--- src/rtl/rank3_mean_pkg.sv ---
package rank3_mean_pkg;
  localparam int RANKS = 3;

  typedef enum logic [1:0] {
    ST_IDLE = 2'd0,
    ST_RUN  = 2'd1,
    ST_FIN  = 2'd2
  } run_state_t;

  localparam logic [1:0] SEL_MEAN = 2'b00;
endpackage

--- src/rtl/rank3_list.sv ---
module rank3_list
  import rank3_mean_pkg::*;
#(
  parameter int DATA_W = 8
) (
  input  logic                          clk,
  input  logic                          rst,
  input  logic                          clr,
  input  logic [DATA_W-1:0]             sample,
  input  logic [RANKS-1:0]              slot_en,
  input  logic [RANKS-1:0]              shift_sel,
  output logic [RANKS-1:0]              beats,
  output logic [RANKS-1:0][DATA_W-1:0]  ranks
);
  logic [RANKS-1:0][DATA_W-1:0] slot_q;
  logic [RANKS-1:0][DATA_W-1:0] slot_d;

  for (genvar g = 0; g < RANKS; g++) begin : g_slot
    assign beats[g] = sample > slot_q[g];
    if (g == 0) begin : g_head
      assign slot_d[g] = sample;
    end else begin : g_tail
      assign slot_d[g] = shift_sel[g] ? slot_q[g-1] : sample;
    end

    always_ff @(posedge clk) begin
      if (rst || clr) begin
        slot_q[g] <= '0;
      end else if (slot_en[g]) begin
        slot_q[g] <= slot_d[g];
      end
    end
  end

  assign ranks = slot_q;
endmodule

--- src/rtl/rank3_accum.sv ---
module rank3_accum #(
  parameter int DATA_W = 8,
  parameter int LOG_K  = 3
) (
  input  logic                     clk,
  input  logic                     rst,
  input  logic                     clr,
  input  logic                     take,
  input  logic [DATA_W-1:0]        sample,
  output logic                     last,
  output logic [DATA_W+LOG_K-1:0]  sum
);
  localparam int SUM_W = DATA_W + LOG_K;

  logic [SUM_W-1:0] sum_q;
  logic [LOG_K-1:0] cnt_q;

  always_ff @(posedge clk) begin
    if (rst || clr) begin
      sum_q <= '0;
      cnt_q <= '0;
    end else if (take) begin
      sum_q <= sum_q + SUM_W'(sample);
      cnt_q <= cnt_q + 1'b1;
    end
  end

  assign last = (cnt_q == {LOG_K{1'b1}});
  assign sum  = sum_q;
endmodule

--- src/rtl/rank3_ctrl.sv ---
module rank3_ctrl
  import rank3_mean_pkg::*;
(
  input  logic             clk,
  input  logic             rst,
  input  logic             start,
  input  logic             last,
  input  logic [RANKS-1:0] beats,
  output logic             clr,
  output logic             run,
  output logic [RANKS-1:0] slot_en,
  output logic [RANKS-1:0] shift_sel,
  output logic             finished
);
  run_state_t state_q, state_d;
  logic       fin_q;

  assign run = (state_q == ST_RUN);
  assign clr = start && !run;

  always_comb begin
    slot_en      = beats & {RANKS{run}};
    shift_sel[0] = 1'b0;
    for (int i = 1; i < RANKS; i++) begin
      shift_sel[i] = beats[i-1];
    end
  end

  always_comb begin
    state_d = state_q;
    unique case (state_q)
      ST_IDLE: if (start) state_d = ST_RUN;
      ST_RUN:  if (last)  state_d = ST_FIN;
      ST_FIN:  if (start) state_d = ST_RUN;
      default:            state_d = ST_IDLE;
    endcase
  end

  always_ff @(posedge clk) begin
    if (rst) begin
      state_q <= ST_IDLE;
      fin_q   <= 1'b0;
    end else begin
      state_q <= state_d;
      fin_q   <= (state_q == ST_FIN) && !start;
    end
  end

  assign finished = fin_q;
endmodule

--- src/rtl/rank3_mean.sv ---
module rank3_mean
  import rank3_mean_pkg::*;
#(
  parameter int DATA_W = 8,
  parameter int LOG_K  = 3
) (
  input  logic              clk,
  input  logic              rst,
  input  logic              start,
  input  logic [DATA_W-1:0] sample,
  input  logic [1:0]        sel_mode,
  output logic [DATA_W-1:0] result,
  output logic              finished
);
  localparam int SUM_W = DATA_W + LOG_K;

  logic                         clr;
  logic                         run;
  logic                         last;
  logic [RANKS-1:0]             beats;
  logic [RANKS-1:0]             slot_en;
  logic [RANKS-1:0]             shift_sel;
  logic [RANKS-1:0][DATA_W-1:0] ranks;
  logic [SUM_W-1:0]             sum;
  logic [DATA_W-1:0]            mean;
  logic [DATA_W-1:0]            pick;
  logic [DATA_W-1:0]            result_q;

  rank3_ctrl u_ctrl (
    .clk       (clk),
    .rst       (rst),
    .start     (start),
    .last      (last),
    .beats     (beats),
    .clr       (clr),
    .run       (run),
    .slot_en   (slot_en),
    .shift_sel (shift_sel),
    .finished  (finished)
  );

  rank3_list #(.DATA_W(DATA_W)) u_list (
    .clk       (clk),
    .rst       (rst),
    .clr       (clr),
    .sample    (sample),
    .slot_en   (slot_en),
    .shift_sel (shift_sel),
    .beats     (beats),
    .ranks     (ranks)
  );

  rank3_accum #(.DATA_W(DATA_W), .LOG_K(LOG_K)) u_accum (
    .clk    (clk),
    .rst    (rst),
    .clr    (clr),
    .take   (run),
    .sample (sample),
    .last   (last),
    .sum    (sum)
  );

  assign mean = DATA_W'(sum >> LOG_K);

  always_comb begin
    if (sel_mode == SEL_MEAN) begin
      pick = mean;
    end else begin
      pick = ranks[RANKS - int'(sel_mode)];
    end
  end

  always_ff @(posedge clk) begin
    if (rst) begin
      result_q <= '0;
    end else begin
      result_q <= pick;
    end
  end

  assign result = result_q;
endmodule

--- config.mk ---
export PLATFORM = sky130hd
export DESIGN_NAME = rank3_mean
export DESIGN_NICKNAME = d
export VERILOG_FILES = /design/src/rtl/rank3_mean_pkg.sv /design/src/rtl/rank3_list.sv /design/src/rtl/rank3_accum.sv /design/src/rtl/rank3_ctrl.sv /design/src/rtl/rank3_mean.sv
export SDC_FILE = /design/constraint.sdc
export NUM_CORES = 1
export LEC_CHECK = 0
export ABC_AREA = 1
export ABC_CLOCK_PERIOD_IN_PS = 4040
export CAP_MARGIN = 20
export CORE_UTILIZATION = 45
export CTS_CLUSTER_DIAMETER = 30
export DETAILED_ROUTE_END_ITERATION = 7
export GPL_TIMING_DRIVEN = 0
export PLACE_DENSITY = 0.74
export SLEW_MARGIN = 20
export SYNTH_ARGS = -nofsm -noshare
export SYNTH_HDL_FRONTEND = slang
export SYNTH_HIERARCHICAL = 1
export SYNTH_SLANG_ARGS = --single-unit
export TNS_END_PERCENT = 100
--- constraint.sdc ---
create_clock -name clk -period 4.04 [get_ports clk]
set_clock_uncertainty 0.2 [all_clocks]
set_input_delay 0.808 -clock clk [delete_from_list [all_inputs] [get_ports clk]]
set_output_delay 0.808 -clock clk [all_outputs]
set_load 0.02 [all_outputs]
=== Yosys cells after proc, flatten, opt, wreduce, memory -nomap -nowiden ===
Cells that the tools add are included.

* Muxes and demuxes: 9
* Multipliers: 0
* Divide/modulo/power cells: 0
* $lt $le $gt $ge: 4
* Shift operators: 0
* Equality and inequality tests: 5
* Bitwise gates (word level): 1
* Reductions and logical operators: 9
* Add/subtract/negate cells: 3

{| class="wikitable"
|+ Operators by type and width
! cell !! number
|-
| 8-bit 2-to-1 mux || 5
|-
| 8-bit > comparator || 3
|-
| 8-bit binary-select mux with 2-bit select || 1
|-
| 11-bit by 8-bit adder with 11-bit output || 1
|-
| 2-bit zero test || 2
|-
| 3-bit by 4-bit less-than comparator with 1-bit output, second input constant || 1
|-
| 2-bit 2-to-1 mux || 2
|-
| 2-bit case mux with 2 select lines || 1
|-
| 3-bit by 1-bit adder with 3-bit output, second input constant || 1
|-
| 3-bit bitwise AND || 1
|-
| 3-bit equality test, second input constant || 1
|-
| 2-bit by 2-bit subtractor with 3-bit output, first input constant || 1
|-
| 2-bit by 1-bit equality test with 1-bit output, second input constant || 1
|-
| 2-bit equality test, second input constant || 1
|-
| 1-bit logical AND || 2
|-
| 1-bit zero test || 2
|-
| 2-bit by 1-bit != test with 1-bit output, second input constant || 1
|-
| 2-bit != test, second input constant || 1
|-
| 2-bit AND reduction || 1
|-
| 2-bit OR reduction || 1
|-
| 1-bit logical OR || 1
|}

* Memory bits (read-only): 0
* Bits in registers: 49
* Logic and storage cells: 39
* Bits in writable memories: 0
* Latch bits: 0
* Memories kept: 0
* Output and inout bits: 9
* Input bits: 13

=== Longest topological paths before layout ===
Gate-level depths: netlist of run 1.

* Depth after elaboration: 5
* Depth in mapped cells: 16

=== By module ===
The synthesis of run 1 kept the hierarchy.

{| class="wikitable"
|+ Modules (own cells, without submodules)
! module !! instances !! cells each !! area an instance (um^2)
|-
| rank3_list || 1 || 237 || 1730.4
|-
| rank3_accum || 1 || 146 || 980.9
|-
| rank3_mean || 1 || 79 || 490.5
|-
| rank3_ctrl || 1 || 32 || 188.9
|}

=== Worst setup path before layout of run 1 ===
Ideal clock, no wire load.

* Path type: input to register
* From: input sample[7]
* To: register u_list.slot_q, in the netlist u_list/ranks[14]
* Library setup time: 116 ps
* Path slack: 1663 ps
* Arrival: 2060 ps
* Buffers on the path: 2
* Data required time: 3724 ps
* Stages: 12
* Cell sequence: ha_1 -> nand2_1 -> nor2_1 -> nand2_1 -> a21oi_1 -> inv_1 -> nor2_1 -> buf_6 -> buf_6 -> nand3_1 -> o211ai_1 -> inv_1

* Word-level cells in the longest chain between the ends: 2
* Elaborated cells between the ends (all ways): 4
* Classes of those cells: 2 x order compare; 1 x mux; 1 x bitwise

{| class="wikitable"
|+ RTL lines
! item !! line !! RTL
|-
| from (decl) || rank3_mean.sv:10 || <nowiki>input logic [DATA_W-1:0] sample,</nowiki>
|-
| 8-bit > comparator || rank3_list.sv:19 || <nowiki>assign beats[g] = sample > slot_q[g];</nowiki>
|-
| named net beats[1] || rank3_mean.sv:20 || <nowiki>logic [RANKS-1:0] beats;</nowiki>
|-
| 3-bit bitwise AND || rank3_ctrl.sv:22 || <nowiki>slot_en = beats & {RANKS{run}};</nowiki>
|-
| named net slot_en[1] || rank3_mean.sv:21 || <nowiki>logic [RANKS-1:0] slot_en;</nowiki>
|-
| to (signal, indexed assignment) || rank3_list.sv:30 || <nowiki>slot_q[g] <= slot_d[g];</nowiki>
|-
| to (decl) || rank3_list.sv:15 || <nowiki>logic [RANKS-1:0][DATA_W-1:0] slot_q;</nowiki>
|}

The timed path passes the listed nets, and every way through them passes these cells.
A chain may end at the register's enable or synchronous reset.

=== Worst setup path after layout of run 1 ===
Ends and elaborated chain as after synthesis.

==> results by group, run 1 <==
Worst setup path
  – Crit-path cells: clkdlybuf4s50_1 > ha_1 > nand2_1 > nor2_1 > nand2_1 > a21oi_1 > inv_1 > nor2_1 > buf_6 > buf_6 > nand3_1 > o211ai_1 > inv_1
  – Cell family with most CP delay: buffers and inverters
  – CP Class: in -> reg
  – Slowest-stage cell, CP: clkdlybuf4s50_1
  – Worst path bufs/invs: 5
  – Arrival @ worst endpoint: 3.10 ns
  – Critical Path Fanout Max: 10
  – Worst Setup Start Kind: primary input
  – CP required: 4.04 ns
  – CP endpoint kind: flip-flop
  – CP peak stage delay: 0.60 ns

Global route
  – Total GRT Usage: 0.2172
  – Vias in the first global route: between 2,000 and 3,000
  – Global route overflow: 0
  – Antenna violations before repair: 0
  – Pin count of the biggest net entering global routing: 16
  – Global-route wire length before repair: 13,180 um

Drt
  – Drt drc: 0
  – Vias: 3,114
  – Initial DRC Count: 159
  – Via/cell ratio: ~5.0
  – WL final: 7801 um
  – Router iterations before antenna repair: 4
  – Routed length per instance: 12.60 um
  – Routed Antenna Nets: 0

Logic synthesis
  – Synthesized net count: 540
  – Synth warn: 6
  – Mapped Cells: 492
  – Synth Cell Area: 3379 um^2
  – Post-synthesis average cell area: 6.869 um^2

Floorplan
  – Top Ports: 22
  – Die width: between 80 and 90 um
  – Die area: 7861 um^2
  – Core Rows: 31
  – Starting Density: 0.4659
  – Core area: 7253 um^2
  – Die Ht: 88.66 um

Clock tree
  – Clock Sinks: 49
  – CTS tree: done
  – Clk Latency, worst-skew pair: 0.31 ns
  – H-Tree Depth: 2
  – Postcts setup bufs: 0
  – CTS Buffer Depth: 2
  – Clock transition at path regs: 0.10 ns
  – Total CTS buffers: 5
  – Hold Buf Count CTS: 0
  – Post-CTS sizing: 0
  – Root Buffer: clkbuf_8

Power and ir drop
  – Power density over the cells: 301.3 nW/um^2
  – Worst vdd ir: 131.7 uV
  – Lkg Pwr: 1.794 nW

STA
  – Crit path time final: 3.105 ns
  – RSZ-0062 raised after global routing: false
  – Worst Slack Setup Final: 0.9350 ns
  – Max_slew headroom: 0.7243
  – Worst slew pin tran: 0.4135 ns
  – Final setup fails: 0
  – Setup TNS: 0 ns
  – Hold Fails Final Rpt: 0
  – Final period util: 0.7686
  – FMAX: 322.1 MHz
  – Max Slew Vio Count: 0

Finish
  – Commonest cells after routing, fill and taps aside: nand2_1 (127), inv_1 (84), dfxtp_1 (49), nand3_1 (41), nor2_1 (41)
  – Most common cell after layout, fill and taps aside: nand2_1
  – Nets: between 500 and 600
  – Synthesis-to-finish area growth: 12.18%
  – Ant diodes: 0
  – Layout cells sized above 1: 0.09808

Worst hold path
  – Worst Hold Class: reg -> reg

Place
  – Pre-CTS setup slack: around 0.65 ns
  – IO Port Bufs: 20
  – HPWL after DPL: 6035 um
  – Placer Congestion: 0.8321

Flow run
  – Number of max-cap violations: 0

Status
  – Status: complete, no violations
worst min-delay path, cell delays in order, from the launching register on:
cell and delay (ns):
dfxtp_1 0.32, nand2_1 0.06, a21oi_1 0.05
registers in the layout (all words and copies together) (netlist names):
name             count
u_list/ranks        24
u_accum/sum         11
result               8
u_accum/cnt_q        3
u_ctrl/state_q       2
u_ctrl/finished      1
through the flow:
step / utilization / hold WS [ns] / cell area [um^2] / cells / power [mW]
after floorplan: - / 0.2430 / 3379 / 492 / 0.7665
after global placement: 0.5106 / 0.2534 / 3704 / 611 / 0.8455
after detailed placement: 0.5106 / 0.2584 / 3704 / 611 / 0.8561
after CTS: 0.5227 / 0.2746 / 3791 / 619 / 1.148
after global routing: 0.5227 / 0.3029 / 3791 / 619 / 1.218
final: 0.5227 / 0.2708 / 3791 / 619 / 1.142
path summary, 6_finish.rpt:
check	startpoint	endpoint	slack, ns	cells after the start
min reg2reg	u_accum/sum[9]$_SDFFE_PP0P_	result[6]$_SDFF_PP0_	0.27	2
max reg2reg	u_list/ranks[15]$_SDFFE_PP0P_	u_list/ranks[14]$_SDFFE_PP0P_	1.69	13
max	sample[7]	u_list/ranks[14]$_SDFFE_PP0P_	0.94	13
min	u_accum/sum[9]$_SDFFE_PP0P_	result[6]$_SDFF_PP0_	0.27	2
layout make-up:
| class | instances | area, um^2 |
|---|---|---|
| multi-input combinational | 335 | 1889 |
| clock inverter | 2 | 15.01 |
| fill | 742 | 3462 |
| clock buffer | 6 | 72.57 |
| tap | 99 | 123.9 |
| inverter | 91 | 341.6 |
| sequential | 49 | 980.9 |
| buffer | 17 | 167.7 |
| timing repair buffer | 20 | 200.2 |
power breakdown:
group | internal [mW] | switching, mW | total (mW)
sequential | 0.510 | 0.0205 | 0.530
clock | 0.122 | 0.171 | 0.294
combinational | 0.128 | 0.191 | 0.318
metal layers:
metal / vias up / routed length, um / share of wire / global-route usage
met5: - / 0 / 0 / 0
li1: 1613 / - / - / -
met1: 1401 / 3585 / 0.46 / 0.2755
met2: 82 / 3623 / 0.46 / 0.3615
met4: 0 / 186 / 0.024 / 0.08798
met3: 18 / 406 / 0.052 / 0.04198
(Power assumes the default switching activity.)
==> inputs of run 2 (changes only) <==
ABC_CLOCK_PERIOD_IN_PS = 2600   (was 4040)
PLACE_DENSITY = 0.77   (was 0.74)
clock period = 2.6 ns   (was 4.04 ns; I/O delays follow)
==> results by group, run 2 (synthesis results as in run 1) <==
Floorplan
  – Die Ht: 88.66 um (unchanged)
  – Core area: 7253 um^2 (unchanged)
  – Core Rows: 31 (unchanged)
  – Top Ports: 22 (unchanged)
  – Starting Density: 0.4659 (unchanged)
  – Die area: 7861 um^2 (unchanged)
  – Die width: 88.66 um (unchanged)

Global route
  – Total GRT Usage: 0.2119 (-0.005288)
  – Global route overflow: 0 (unchanged)
  – GRT met3 Usage: 0.03638 (-0.005597)
  – Pin count of the biggest net entering global routing: 15 (-1)
  – Met1 Use GR: 0.2557 (-0.01980)
  – GR Util met2: 0.3853 (+0.02378)
  – Global route hottest layer: met2
  – Global-route wire length before repair: 12,580 um (-4.6%)
  – Antenna violations before repair: 0 (unchanged)
  – Vias in the first global route: 2,745 (-5.5%)

Power and ir drop
  – Worst vdd ir: 237.7 uV (+80%)
  – Power density over the cells: 470.3 nW/um^2 (+56%)
  – Final Power: 1.785 mW (+56%)
  – Lkg Pwr: 1.818 nW (+1.3%)

Worst setup path
  – CP endpoint kind: flip-flop
  – Worst Setup Start Kind: primary input
  – Critical Path Fanout Max: 10 (unchanged)
  – Arrival @ worst endpoint: 2.41 ns (-0.69 ns)
  – Reg2reg setup slack: 0.33 ns (-1.36 ns)
  – CP Class: in -> reg
  – CP required: 2.60 ns (-1.44 ns)

Finish
  – Multi-input logic area: 1896 um^2 (+0.33%)
  – Util after Layout: 0.5234 (+0.0006900)
  – Synthesis-to-finish area growth: 12.33%
  – Most common cell after layout, fill and taps aside: nand2_1
  – Reg area: 980.9 um^2 (unchanged)
  – Nets: 567 (unchanged)
  – Filler instances: 716 (-3.5%)
  – Ant diodes: 0 (unchanged)
  – Max reg flops: 24 (unchanged)
  – Post-route cell area: 3796 um^2 (+0.13%)
  – Commonest cells after routing, fill and taps aside: nand2_1 (127), inv_1 (83), dfxtp_1 (49), nand3_1 (41), nor2_1 (40)
  – Layout cells sized above 1: 0.1040 (+0.005969)

STA
  – RSZ-0062 raised after global routing: false
  – Worst slew pin tran: 0.4497 ns (+0.03618 ns)
  – Crit path time final: 2.408 ns
  – Max Slew Vio Count: 0 (unchanged)
  – Final setup fails: 0 (unchanged)
  – Max_slew headroom: 0.7002 (-0.02412)
  – FMAX: 415.3 MHz
  – Final period util: 0.9262
  – Hold Fails Final Rpt: 0 (unchanged)

Place
  – HPWL after DPL: 6057 um (+0.36%)
  – IO Port Bufs: 20 (unchanged)
  – DP Area: 3704 um^2 (unchanged)
  – Placer Congestion: 0.9190 (+10%)

Clock tree
  – H-Tree Depth: 2 (unchanged)
  – Root Buffer: clkbuf_8
  – Clk Latency, worst-skew pair: 0.31 ns (about the same)
  – Clock Sinks: 49 (unchanged)
  – CTS Buffer Depth: 2 (unchanged)
  – Clock transition at path regs: 0.09 ns (about the same)
  – Hold Buf Count CTS: 0 (unchanged)
  – Total CTS buffers: 5 (unchanged)
  – Postcts setup bufs: 0 (unchanged)
  – CTS tree: done

Drt
  – Initial DRC Count: 164 (+3.1%)
  – WL final: 8169 um (+4.7%)
  – Via/cell ratio: 5.010 (-0.42%)
  – Router iterations before antenna repair: 5 (+1)
  – Routed length per instance: 13.22 um (+4.9%)
  – Vias: 3,096 (-0.58%)
  – Drt drc: 0 (unchanged)
  – Routed Antenna Nets: 0 (unchanged)

Flow run
  – Number of max-cap violations: 0 (unchanged)

Status
  – Status: complete, no violations

Worst hold path
  – Worst Hold Class: reg -> reg
-- run 2: per-stage QoR --
stage / TNS [ns] / cells / setup slack, ns / hold slack, ns
after global placement: -8.479 / 611 / -0.3943 / 0.2534
final: 0 / 618 / 0.1920 / 0.2752
after global routing: 0 / 618 / 0.01103 / 0.2984
after CTS: 0 / 618 / 0.006652 / 0.2765
after floorplan: 0 / 492 / 0.5113 / 0.2430
after detailed placement: -10.35 / 611 / -0.4826 / 0.2626
-- run 2: repair_timing --
action / CTS / global route
setup endpoints to repair: 23 / 23
pin swaps: 0 / 0
gates resized for setup: 7 / 5
-- run 2: layout make-up --
| cell class | count | area share |
|---|---|---|
| buffer | 17 | 0.04417 |
| multi-input combinational | 335 | 0.4993 |
| clock inverter | 1 | 0.001978 |
| clock buffer | 6 | 0.02175 |
| timing repair buffer | 20 | 0.05109 |
| tap | 99 | 0.03263 |
| inverter | 91 | 0.09064 |
| sequential | 49 | 0.2584 |
-- run 2: per-layer routing --
metal	share of wire	routed length, um
met1	0.45	3668
met4	0.016	133
met5	0	0
met3	0.059	480
met2	0.48	3888
-- run 2: final timing paths --
| kind | endpoint | cells past startpoint | start |
|---|---|---|---|
| max | u_list/ranks[4]$_SDFFE_PP0P_ | 14 | sample[3] |
| max reg2reg | u_list/ranks[20]$_SDFFE_PP0P_ | 14 | u_list/ranks[15]$_SDFFE_PP0P_ |
| min reg2reg | u_accum/sum[0]$_SDFFE_PP0P_ | 2 | u_accum/sum[0]$_SDFFE_PP0P_ |
| min | u_accum/sum[0]$_SDFFE_PP0P_ | 2 | u_accum/sum[0]$_SDFFE_PP0P_ |
-- run 2: where the power goes --
| group | internal (mW) | switching, mW | total (mW) |
|---|---|---|---|
| combinational | 0.195 | 0.292 | 0.487 |
| clock | 0.211 | 0.258 | 0.469 |
| sequential | 0.792 | 0.0376 | 0.829 |
-- run 2: worst max-delay path: stages --
cell,delay (ns)
dlygate4sd2_1,0.38
ha_1,0.38
nand2_1,0.09
inv_1,0.06
nand2_1,0.05
nand2_1,0.06
nand2_1,0.05
a21oi_1,0.17
inv_1,0.07
nor2_2,0.15
inv_1,0.12
buf_6,0.17
o21ai_2,0.12
a21oi_2,0.04
==> inputs of run 3 (changes only) <==
CORE_ASPECT_RATIO = 1.75   (was not set)
==> results by group, run 3 (synthesis results as in run 1) <==
Status
  – Status: complete, no violations

Finish
  – Post-route cell area: 3845 um^2 (+1.3%)
  – Most common cell after layout, fill and taps aside: nand2_1
  – Synthesis-to-finish area growth: 13.77%
  – Max reg flops: 24 (unchanged)
  – Finished Layout Cells: 605 (-2.1%)
  – Nets: 567 (unchanged)
  – Commonest cells after routing, fill and taps aside: nand2_1 (127), inv_1 (82), dfxtp_1 (49), nand3_1 (41), nor2_1 (40)
  – Ant diodes: 0 (unchanged)
  – Layout cells sized above 1: 0.1137 (+0.009634)

Clock tree
  – Root Buffer: clkbuf_16
  – Clk Latency, worst-skew pair: 0.28 ns (-0.03 ns)
  – CTS tree: done
  – Clock transition at path regs: 0.06 ns (-0.03 ns)
  – Hold Buf Count CTS: 0 (unchanged)
  – CTS Buffer Depth: 2 (unchanged)
  – Total CTS buffers: 5 (unchanged)
  – Postcts setup bufs: 0 (unchanged)
  – H-Tree Depth: 2 (unchanged)
  – Clock Sinks: 49 (unchanged)

Global route
  – Total GRT Usage: 0.2347 (+0.02277)
  – Global route overflow: 0 (unchanged)
  – Antenna violations before repair: 0 (unchanged)
  – Vias in the first global route: 3,108 (+13%)
  – Global-route wire length before repair: 13,810 um (+9.8%)
  – Pin count of the biggest net entering global routing: 15 (unchanged)

STA
  – FMAX: 407.8 MHz (-1.8%)
  – Hold Fails Final Rpt: 0 (unchanged)
  – Worst Slack Setup Final: 0.1478 ns (-0.04424 ns)
  – Final period util: 0.9432 (+0.01701)
  – Max_slew headroom: 0.7113 (+0.01108)
  – Setup TNS: 0 ns (unchanged)
  – RSZ-0062 raised after global routing: false
  – Final setup fails: 0 (unchanged)
  – Worst slew pin tran: 0.4331 ns (-0.01661 ns)
  – Crit path time final: 2.452 ns (+0.04424 ns)
  – Max Slew Vio Count: 0 (unchanged)

Power and ir drop
  – Gate power share: 0.241 (-0.032)
  – Lkg Pwr: 1.844 nW (+1.4%)
  – Final Power: 2.040 mW (+14%)
  – Worst vdd ir: 395.9 uV (+67%)
  – Clock share of power: 0.352 (+0.089)
  – Power density over the cells: 530.5 nW/um^2 (+13%)
  – Seq pwr share: 0.407 (-0.058)
  – Switching power total: 0.6040 mW (+2.7%)
  – Internal power: 1.436 mW (+20%)
  – Sw frac: 0.2961 (-0.03320)

Drt
  – WL final: 8314 um (+1.8%)
  – Drt drc: 0 (unchanged)
  – Initial DRC Count: 211 (+29%)
  – Vias: 3,157 (+2.0%)
  – Router iterations before antenna repair: 4 (-1)
  – Routed length per instance: 13.74 um (+4.0%)
  – Routed Antenna Nets: 0 (unchanged)
  – Via/cell ratio: 5.218 (+4.2%)

Worst setup path
  – CP Class: in -> reg
  – Slowest-stage cell, CP: clkdlybuf4s50_1
  – CP required: 2.58 ns (-0.02 ns)
  – Arrival @ worst endpoint: 2.43 ns (+0.02 ns)
  – Worst Setup Start Kind: primary input
  – Crit path top cell by count: nand2_1
  – Critical Path Fanout Max: 10 (unchanged)
  – CP endpoint kind: flip-flop
  – CP peak stage delay: 0.50 ns (+0.12 ns)
  – Crit-path cells: clkdlybuf4s50_1 > inv_2 > ha_1 > inv_1 > nand2_1 > nand2_1 > nand2_1 > nand2_1 > nand2_1 > a21oi_2 > inv_1 > nor2_1 > buf_6 > buf_6 > nand3_1 > o211ai_1 > inv_1

Floorplan
  – Core area: 7233 um^2 (-0.28%)
  – Die area: 7874 um^2 (+0.18%)
  – Starting Density: 0.4672 (+0.001290)
  – Die Ht: 116.6 um (+32%)
  – Core Rows: 41 (+32%)
  – Die width: 67.51 um (-24%)
  – Top Ports: 22 (unchanged)

Place
  – Pre-CTS setup slack: -0.4716 ns (+0.01103 ns)
  – IO Port Bufs: 20 (unchanged)
  – Placer Congestion: 0.8791 (-4.3%)
  – DP Area: 3687 um^2 (-0.44%)
  – Post-placement cell count: 598 (-2.1%)
  – HPWL after DPL: 6452 um (+6.5%)

Flow run
  – Number of max-cap violations: 0 (unchanged)

Worst hold path
  – Worst Hold Class: reg -> reg
run 3: cell count changes in the layout (fill, tap and decap cells not counted), moves of 2 or more:
cell / before / now
inv_2: 5 / 7
clkbuf_2: 0 / 2
dlygate4sd2_1: 7 / 5
a21oi_2: 7 / 9
clkbuf_8: 6 / 0
a21oi_1: 28 / 26
clkbuf_16: 0 / 5
run 3: final timing paths:
check	start	endpoint	slack (ns)	cells after the start
setup / recovery	sample[0]	u_list/ranks[9]$_SDFFE_PP0P_	0.15	17
setup reg to reg	u_list/ranks[13]$_SDFFE_PP0P_	u_list/ranks[9]$_SDFFE_PP0P_	0.37	13
hold / removal	u_accum/cnt_q[2]$_SDFFE_PP0P_	u_accum/cnt_q[2]$_SDFFE_PP0P_	0.26	2
hold reg to reg	u_accum/cnt_q[2]$_SDFFE_PP0P_	u_accum/cnt_q[2]$_SDFFE_PP0P_	0.26	2
run 3: area by class of cell:
| class | instances | area, um^2 |
|---|---|---|
| Buffer | 17 | 167.7 |
| Clock buffer | 5 | 125.1 |
| Clock inverter | 2 | 35.03 |
| Fill cell | 721 | 3388 |
| Inverter | 91 | 341.6 |
| Multi-Input combinational cell | 335 | 1903 |
| Sequential cell | 49 | 980.9 |
| Tap cell | 86 | 107.6 |
| Timing Repair Buffer | 20 | 183.9 |
run 3: power by group through the flow:
stage	combinational (mW)	sequential (mW)	clock (mW)
4_1_cts	0.486	0.831	0.729
3_5_place_dp	0.485	0.848	0
2_1_floorplan	0.350	0.841	0
5_1_grt	0.556	0.835	0.766
3_3_place_gp	0.469	0.847	0
6_report	0.491	0.831	0.718
run 3: per-layer routing:
metal	share of wire	track usage	up-vias
met3	0.027	0.02637	26
met2	0.54	0.4376	78
met4	0.056	0.1589	0
li1	-	-	1611
met1	0.37	0.2305	1442
met5	0	0	-
run 3: stage by stage:
stage / hold slack [ns] / utilization
floorplan: 0.2430 / -
global placement: 0.2522 / 0.5098
detailed placement: 0.2600 / 0.5098
CTS: 0.2698 / 0.5307
global route: 0.2931 / 0.5316
finish: 0.2643 / 0.5316
run 3: timing repair:
action / in CTS / in global routing
cloned: 0 / 0
resized for setup: 7 / 10
endpoints found under the setup margin: 23 / 22
run 3: worst max-delay path, delay by kind of cell:
family                   cells  cell delay [ns]
AO/OA/AOI/OAI                2             0.23
adder cells (fa/ha/maj)      1             0.20
buffers and inverters        7             1.02
AND/OR/NAND/NOR              7             0.45
